[src/rtl/pmf_pkg.sv]
package pmf_pkg;

    localparam int STATE_W = 3;

    // Upper bit: at least one sample taken; middle bit: qualified;
    // lowest bit: most recent value of a_i.
    typedef enum logic [STATE_W-1:0] {
        ST_IDLE   = 3'b000,
        ST_SEEN0  = 3'b100,
        ST_SEEN1  = 3'b101,
        ST_MATCH0 = 3'b110,
        ST_MATCH1 = 3'b111
    } pmf_state_e;

    typedef struct packed {
        pmf_state_e state;
    } pmf_regs_t;

endpackage

[src/rtl/pmf_next.sv]
module pmf_next
    import pmf_pkg::*;
(
    input  pmf_state_e cur_i,
    input  logic       a_i,
    input  logic       b_i,
    output pmf_state_e nxt_o
);
    always_comb begin
        unique case (cur_i)
            ST_IDLE:   nxt_o = a_i ? ST_SEEN1 : ST_SEEN0;
            ST_SEEN0:  nxt_o = a_i ? ST_SEEN1 : ST_MATCH0;
            ST_SEEN1:  nxt_o = a_i ? ST_MATCH1 : ST_SEEN0;
            ST_MATCH0: begin
                if (!a_i)     nxt_o = ST_MATCH0;
                else if (b_i) nxt_o = ST_MATCH1;
                else          nxt_o = ST_SEEN1;
            end
            ST_MATCH1: begin
                if (a_i)      nxt_o = ST_MATCH1;
                else if (b_i) nxt_o = ST_MATCH0;
                else          nxt_o = ST_SEEN0;
            end
            default:   nxt_o = ST_IDLE;
        endcase
    end
endmodule

[src/rtl/pmf_out.sv]
module pmf_out (
    input  logic [1:0] upper_i,
    output logic       z_o
);
    always_comb z_o = upper_i[1] & upper_i[0];
endmodule

[src/rtl/pair_match_fsm.sv]
module pair_match_fsm
    import pmf_pkg::*;
(
    input  logic clk_i,
    input  logic rst_i,
    input  logic a_i,
    input  logic b_i,
    output logic z_o
);
    pmf_regs_t  regs_d, regs_q;
    pmf_state_e step_state;

    pmf_next u_next (
        .cur_i (regs_q.state),
        .a_i   (a_i),
        .b_i   (b_i),
        .nxt_o (step_state)
    );

    always_comb begin
        regs_d = regs_q;
        if (rst_i) regs_d.state = ST_IDLE;
        else       regs_d.state = step_state;
    end

    always_ff @(posedge clk_i) begin
        regs_q <= regs_d;
    end

    pmf_out u_out (
        .upper_i (regs_q.state[STATE_W-1:STATE_W-2]),
        .z_o     (z_o)
    );

    // a reset edge leaves the flag low
    assert_reset_clears_R1: assert property (@(posedge clk_i) disable iff (rst_i)
        $past(rst_i) |-> !z_o);

    // only legal codes are reached after reset
    assert_legal_state_R1: assert property (@(posedge clk_i) disable iff (rst_i)
        $past(rst_i) |-> (regs_q.state inside {ST_IDLE, ST_SEEN0, ST_SEEN1, ST_MATCH0, ST_MATCH1}));

    // first sample out of idle never raises the flag
    assert_first_sample_R2: assert property (@(posedge clk_i) disable iff (rst_i)
        (regs_q.state == ST_IDLE) |=> !z_o);

    // a repeated sample after a seen state raises the flag
    assert_repeat_sets_R3: assert property (@(posedge clk_i) disable iff (rst_i)
        (regs_q.state[2] && (a_i == regs_q.state[0])) |=> z_o);

    // flag held across a change while b_i is high
    assert_hold_by_b_R5: assert property (@(posedge clk_i) disable iff (rst_i)
        (z_o && (a_i != regs_q.state[0]) && b_i) |=> z_o);

    // flag dropped on a change while b_i is low
    assert_drop_no_b_R6: assert property (@(posedge clk_i) disable iff (rst_i)
        (z_o && (a_i != regs_q.state[0]) && !b_i) |=> !z_o);
endmodule

[config.mk]
export PLATFORM = sky130hd
export DESIGN_NAME = pair_match_fsm
export DESIGN_NICKNAME = d
export VERILOG_FILES = /design/src/rtl/pmf_pkg.sv /design/src/rtl/pmf_next.sv /design/src/rtl/pmf_out.sv /design/src/rtl/pair_match_fsm.sv
export SDC_FILE = /design/constraint.sdc
export NUM_CORES = 1
export LEC_CHECK = 0
export BUFFER_PORTS_ARGS = -buffer_cell sky130_fd_sc_hd__buf_4
export CAP_MARGIN = 5
export CORE_AREA = 3 3 40 42
export DETAILED_ROUTE_END_ITERATION = 16
export DIE_AREA = 0 0 43 45
export SLEW_MARGIN = 20
export SYNTH_ARGS = -nofsm -noshare
export SYNTH_HDL_FRONTEND = slang
export SYNTH_SLANG_ARGS = --single-unit
export TNS_END_PERCENT = 100
[constraint.sdc]
create_clock -name clk_i -period 0.9 [get_ports clk_i]
set_input_delay 0.045 -clock clk_i [delete_from_list [all_inputs] [get_ports clk_i]]
set_output_delay 0.045 -clock clk_i [all_outputs]
set_load 0.01 [all_outputs]
* Word-level counts from Yosys, hierarchy flattened
Cells that the tools add are included.
** Storage, ports and cells
- Register bits after elaboration :: 3
- Output and inout bits :: 1
** Cells by class
- Equal/unequal tests :: 4
- Bitwise operators :: 1
- Multiplexer cells :: 8
- Reductions and logical operators :: 1
** Operators with widths (number)
- case mux 3 bit (5 select lines) :: 1
- equality test 3 bit (second input constant) :: 4
- 2-to-1 mux 2 bit :: 4
- 2-to-1 mux 3 bit :: 2
- logical NOT 3 bit :: 1
- bitwise AND 1 bit :: 1
- 2-to-1 mux 1 bit :: 1

* Longest topological paths before layout
- Depth in word-level cells :: 3
- Gate-level depth with buffers :: 2

* Cells and area by module
From an unflattened synthesis, not the netlist that was laid out.
** Second synthesis, totals
- Cells, all modules :: 12
- Area, all modules :: 130.1 sq um
** Modules (own cells, without submodules)
- pair_match_fsm :: area an instance 78.8 sq um, cells each 6, times used 1
- pmf_next :: area an instance 45.0 sq um, cells each 5, times used 1
- pmf_out :: area an instance 6.3 sq um, cells each 1, times used 1

* Worst setup path after synthesis
OpenSTA, ideal clock, no wires.
- Path type :: reg-to-reg
- From :: reg regs_q[0]
- To :: reg regs_q[0]
- Arrival :: 0.636 ns
- Stages on the path, launching flop included :: 3
- Setup slack :: 0.192 ns
- Cells stage by stage :: dfxtp_1 -> o21ba_2 -> nor3b_2
** On the way
- Word-level cells in the longest chain between the ends :: 2
** Ends and longest elaborated chain
- start, declared :: RTL line pair_match_fsm.sv:10 : pmf_regs_t regs_d, regs_q;
- start signal, assigned :: RTL line pair_match_fsm.sv:27 : regs_q <= regs_d;
- equality test 3 bit / logical NOT 3 bit (equally long branches) :: RTL line pmf_next.sv:10 : unique case (cur_i)
- case mux 3 bit (5 select lines) * :: RTL line pmf_next.sv:10
Every way passes the cells marked *; elsewhere a longest branch is shown, timed or not.
A chain may end at the register's enable or synchronous reset.

* Final worst setup path
- From :: reg regs_q[2]
- To :: out z_o
** On the way
- Word-level cells in the longest chain between the ends :: 1
** Ends and longest elaborated chain
- bitwise AND 1 bit :: RTL line pmf_out.sv:5 : always_comb z_o = upper_i[1] & upper_i[0];
- end, declared :: RTL line pair_match_fsm.sv:8 : output logic z_o
Every way passes these cells.

==> reports/qor.yml <==
run_status:
  outcome: "finished clean"
final_layout:
  seqCellArea_um2: 62.6
  layout-drive-gt1-share: 0.600
  regMostFlops: "regs_q"
  final_cell_mix: "clkbuf_4, buf_4, dfxtp_2"
  n_fill_cell: 146
  reg_top3: "regs_q x3"
  largest_reg_flops: 3
  multi_input_area_um2: 58.8
  final_cells: 35
  nets: 25
  layout-area-overhead-vs-synth_pct: 80.6
  n_antenna_cell: 0
detailed_routing:
  route.detailed.drc: 0
  drt-total-wl_um: 239
  dr.pass1.iters: 2
  wl_per_cell_um: 6.83
  route.vias.total: 99
  final_antenna_net_count: 0
  viasPerCell: 2.83
  drt-initial-drc-count: 1
timing:
  final_hold_viol_count: 0
  rsz0062_at_grt: "false"
  fmax_ghz: 1.18
  fin_crit_ns: 0.848
  slew_headroom: 0.923
  setup_tns_ns: 0
  setup_viol: 0
  slew_viol_final: 0
  worst_slack_ns: 0.0518
  hold_ws_ns: 0.0571
  fin_crit_sh: 0.942
  skew_ns: 0.000392
  worst_slew_pin_slew_ns: 0.116
synthesis:
  synth_cell_types: 9
  avgSynthCellArea_um2: 10.6
  yosysWarnings: 0
  ys_ff_latch: 3
  synth_top_area_frac: 0.516
  synthCells: 11
  syn_area_um2: 116
  syn-num-nets: 15
  synth_top_cell_by_area: "dfxtp_1"
  synthTopCellsByArea: "dfxtp_1, nor3b_2, o21ba_2, xor2_1, and2_1"
  seq_area_frac_synth: 0.516
power:
  vdd_ir_drop_max_mv: 0.483
  powerDensity_nw_per_um2: 2020
  p_leak_nw: 0.0873
global_route:
  first_global_vias: 109
  gr-total-overflow: 0
  antenna_found_initial: 0
  grt_usage: 0.0366
  grt_max_degree: 4
  grt_pass1_wl_um: 393
die:
  pin_count: 5
  die_area_um2: 1940
  start_util: 0.0906
  core_um2: 1280
  rows: 13
  die_y_um: 45
  die_x_um: 43
setup_path:
  crit_slowest_cell: "dfxtp_2"
  r2r_start: "regs_q[0]$_SDFF_PP0_"
  path_max_fanout: 3
  worstReg2RegEnd: "regs_q[0]$_SDFF_PP0_"
  cp_cell_sequence: "and2_4 > buf_6"
  startpoint_type: "flip-flop"
  required_ns: 0.85
  cp_slowest_stage_delay_ns: 0.31
  crit_type: "reg -> out"
  reg2regPathDepth: 2
  crit_arrival_ns: 0.80
  crit_path_end_kind: "output port"
  ff2ff_setup_slack_ns: 0.17
clock_network:
  cts_tree: "done"
  cts-root-buf: "clkbuf_4"
  postCtsSetupBuffers: 0
  clock_latency_ns: 0.23
  cts.sinks: 3
  clock_path_buffers: 2
  htreeDepth: 1
  numCtsBuffers: 3
  cts.clk_slew.worst_paths_ns: 0.04
placement:
  place.gp.congestion: 0.547
  pre_cts_slack_ns: 0.174
  port_buffers: 4
  dp_cells: 30
run:
  max_cap_violations: 0
hold_path:
  hold_class: "in -> reg"
  hold_path_end: "regs_q[1]$_SDFF_PP0_"
  holdPathStages: 3
  hold_start: "b_i"
-- synth_stat cells (all sizes together) --
library cell	count
nor3b	1
a21oi	1
nand2b	1
and2	1
xor2	1
nand2	1
nor2	1
o21ba	1
dfxtp	3
-- critical path: cells and delay by family (launching register included) --
family	cells	cell delay, ns
AND/OR/NAND/NOR	1	0.15
buffers and inverters	1	0.11
flip-flops	1	0.31
-- layout make-up --
type,instances,share of cell area
multi-input combinational,8,0.280
clock buffer,4,0.125
sequential,3,0.298
tap,15,0.0893
timing repair buffer,5,0.208
-- logic make-up after synthesis --
group / Yosys count / share of synthesized area
compound gates: 2 / 0.129
simple gates: 5 / 0.280
xor+xnor: 1 / 0.0753
flops: 3 / 0.516
-- repair_timing --
item                                    in CTS  in global routing
endpoints found under the setup margin       0                  1
endpoints found under the hold margin        2                  0
hold buffers                                 1                  0
gates resized for setup                      0                  4
-- report_power, final --
part / switching [mW] / total (mW) / internal [mW]
registers: 0.00637 / 0.151 / 0.145
logic: 0.0134 / 0.0413 / 0.0279
clock network: 0.0662 / 0.232 / 0.166
total: 0.0859 / 0.425 / 0.339
-- layer usage --
metal | share of wire | routed length, um | track usage | vias up
met4 | 0 | 0 | 0.0723 | 0
met5 | 0 | 0 | 0 | -
met3 | 0.18 | 42 | 0.0359 | 0
met1 | 0.45 | 108 | 0.0264 | 40
li1 | - | - | - | 54
met2 | 0.37 | 88 | 0.0359 | 5
-- per-stage QoR --
stage               power [mW]   util  instance area [um2]
floorplan                0.170      -                  116
global placement         0.187  0.129                  165
detailed placement       0.187  0.129                  165
CTS                      0.439  0.157                  201
global route             0.467  0.164                  210
finish                   0.425  0.164                  210
-- worst max-delay path by stage --
stage,from,end,slack [ns],depth (start not counted)
global placement,regs_q[0]$_SDFF_PP0_,regs_q[0]$_SDFF_PP0_,0.18,2
finish,regs_q[2]$_SDFF_PP0_,z_o,0.05,2
CTS,regs_q[2]$_SDFF_PP0_,z_o,0.02,2
floorplan,regs_q[0]$_SDFF_PP0_,regs_q[0]$_SDFF_PP0_,0.19,2
detailed placement,regs_q[0]$_SDFF_PP0_,regs_q[0]$_SDFF_PP0_,0.17,2
global route,regs_q[2]$_SDFF_PP0_,z_o,0.01,2
No activity file was read; power rests on OpenSTA's default activity.
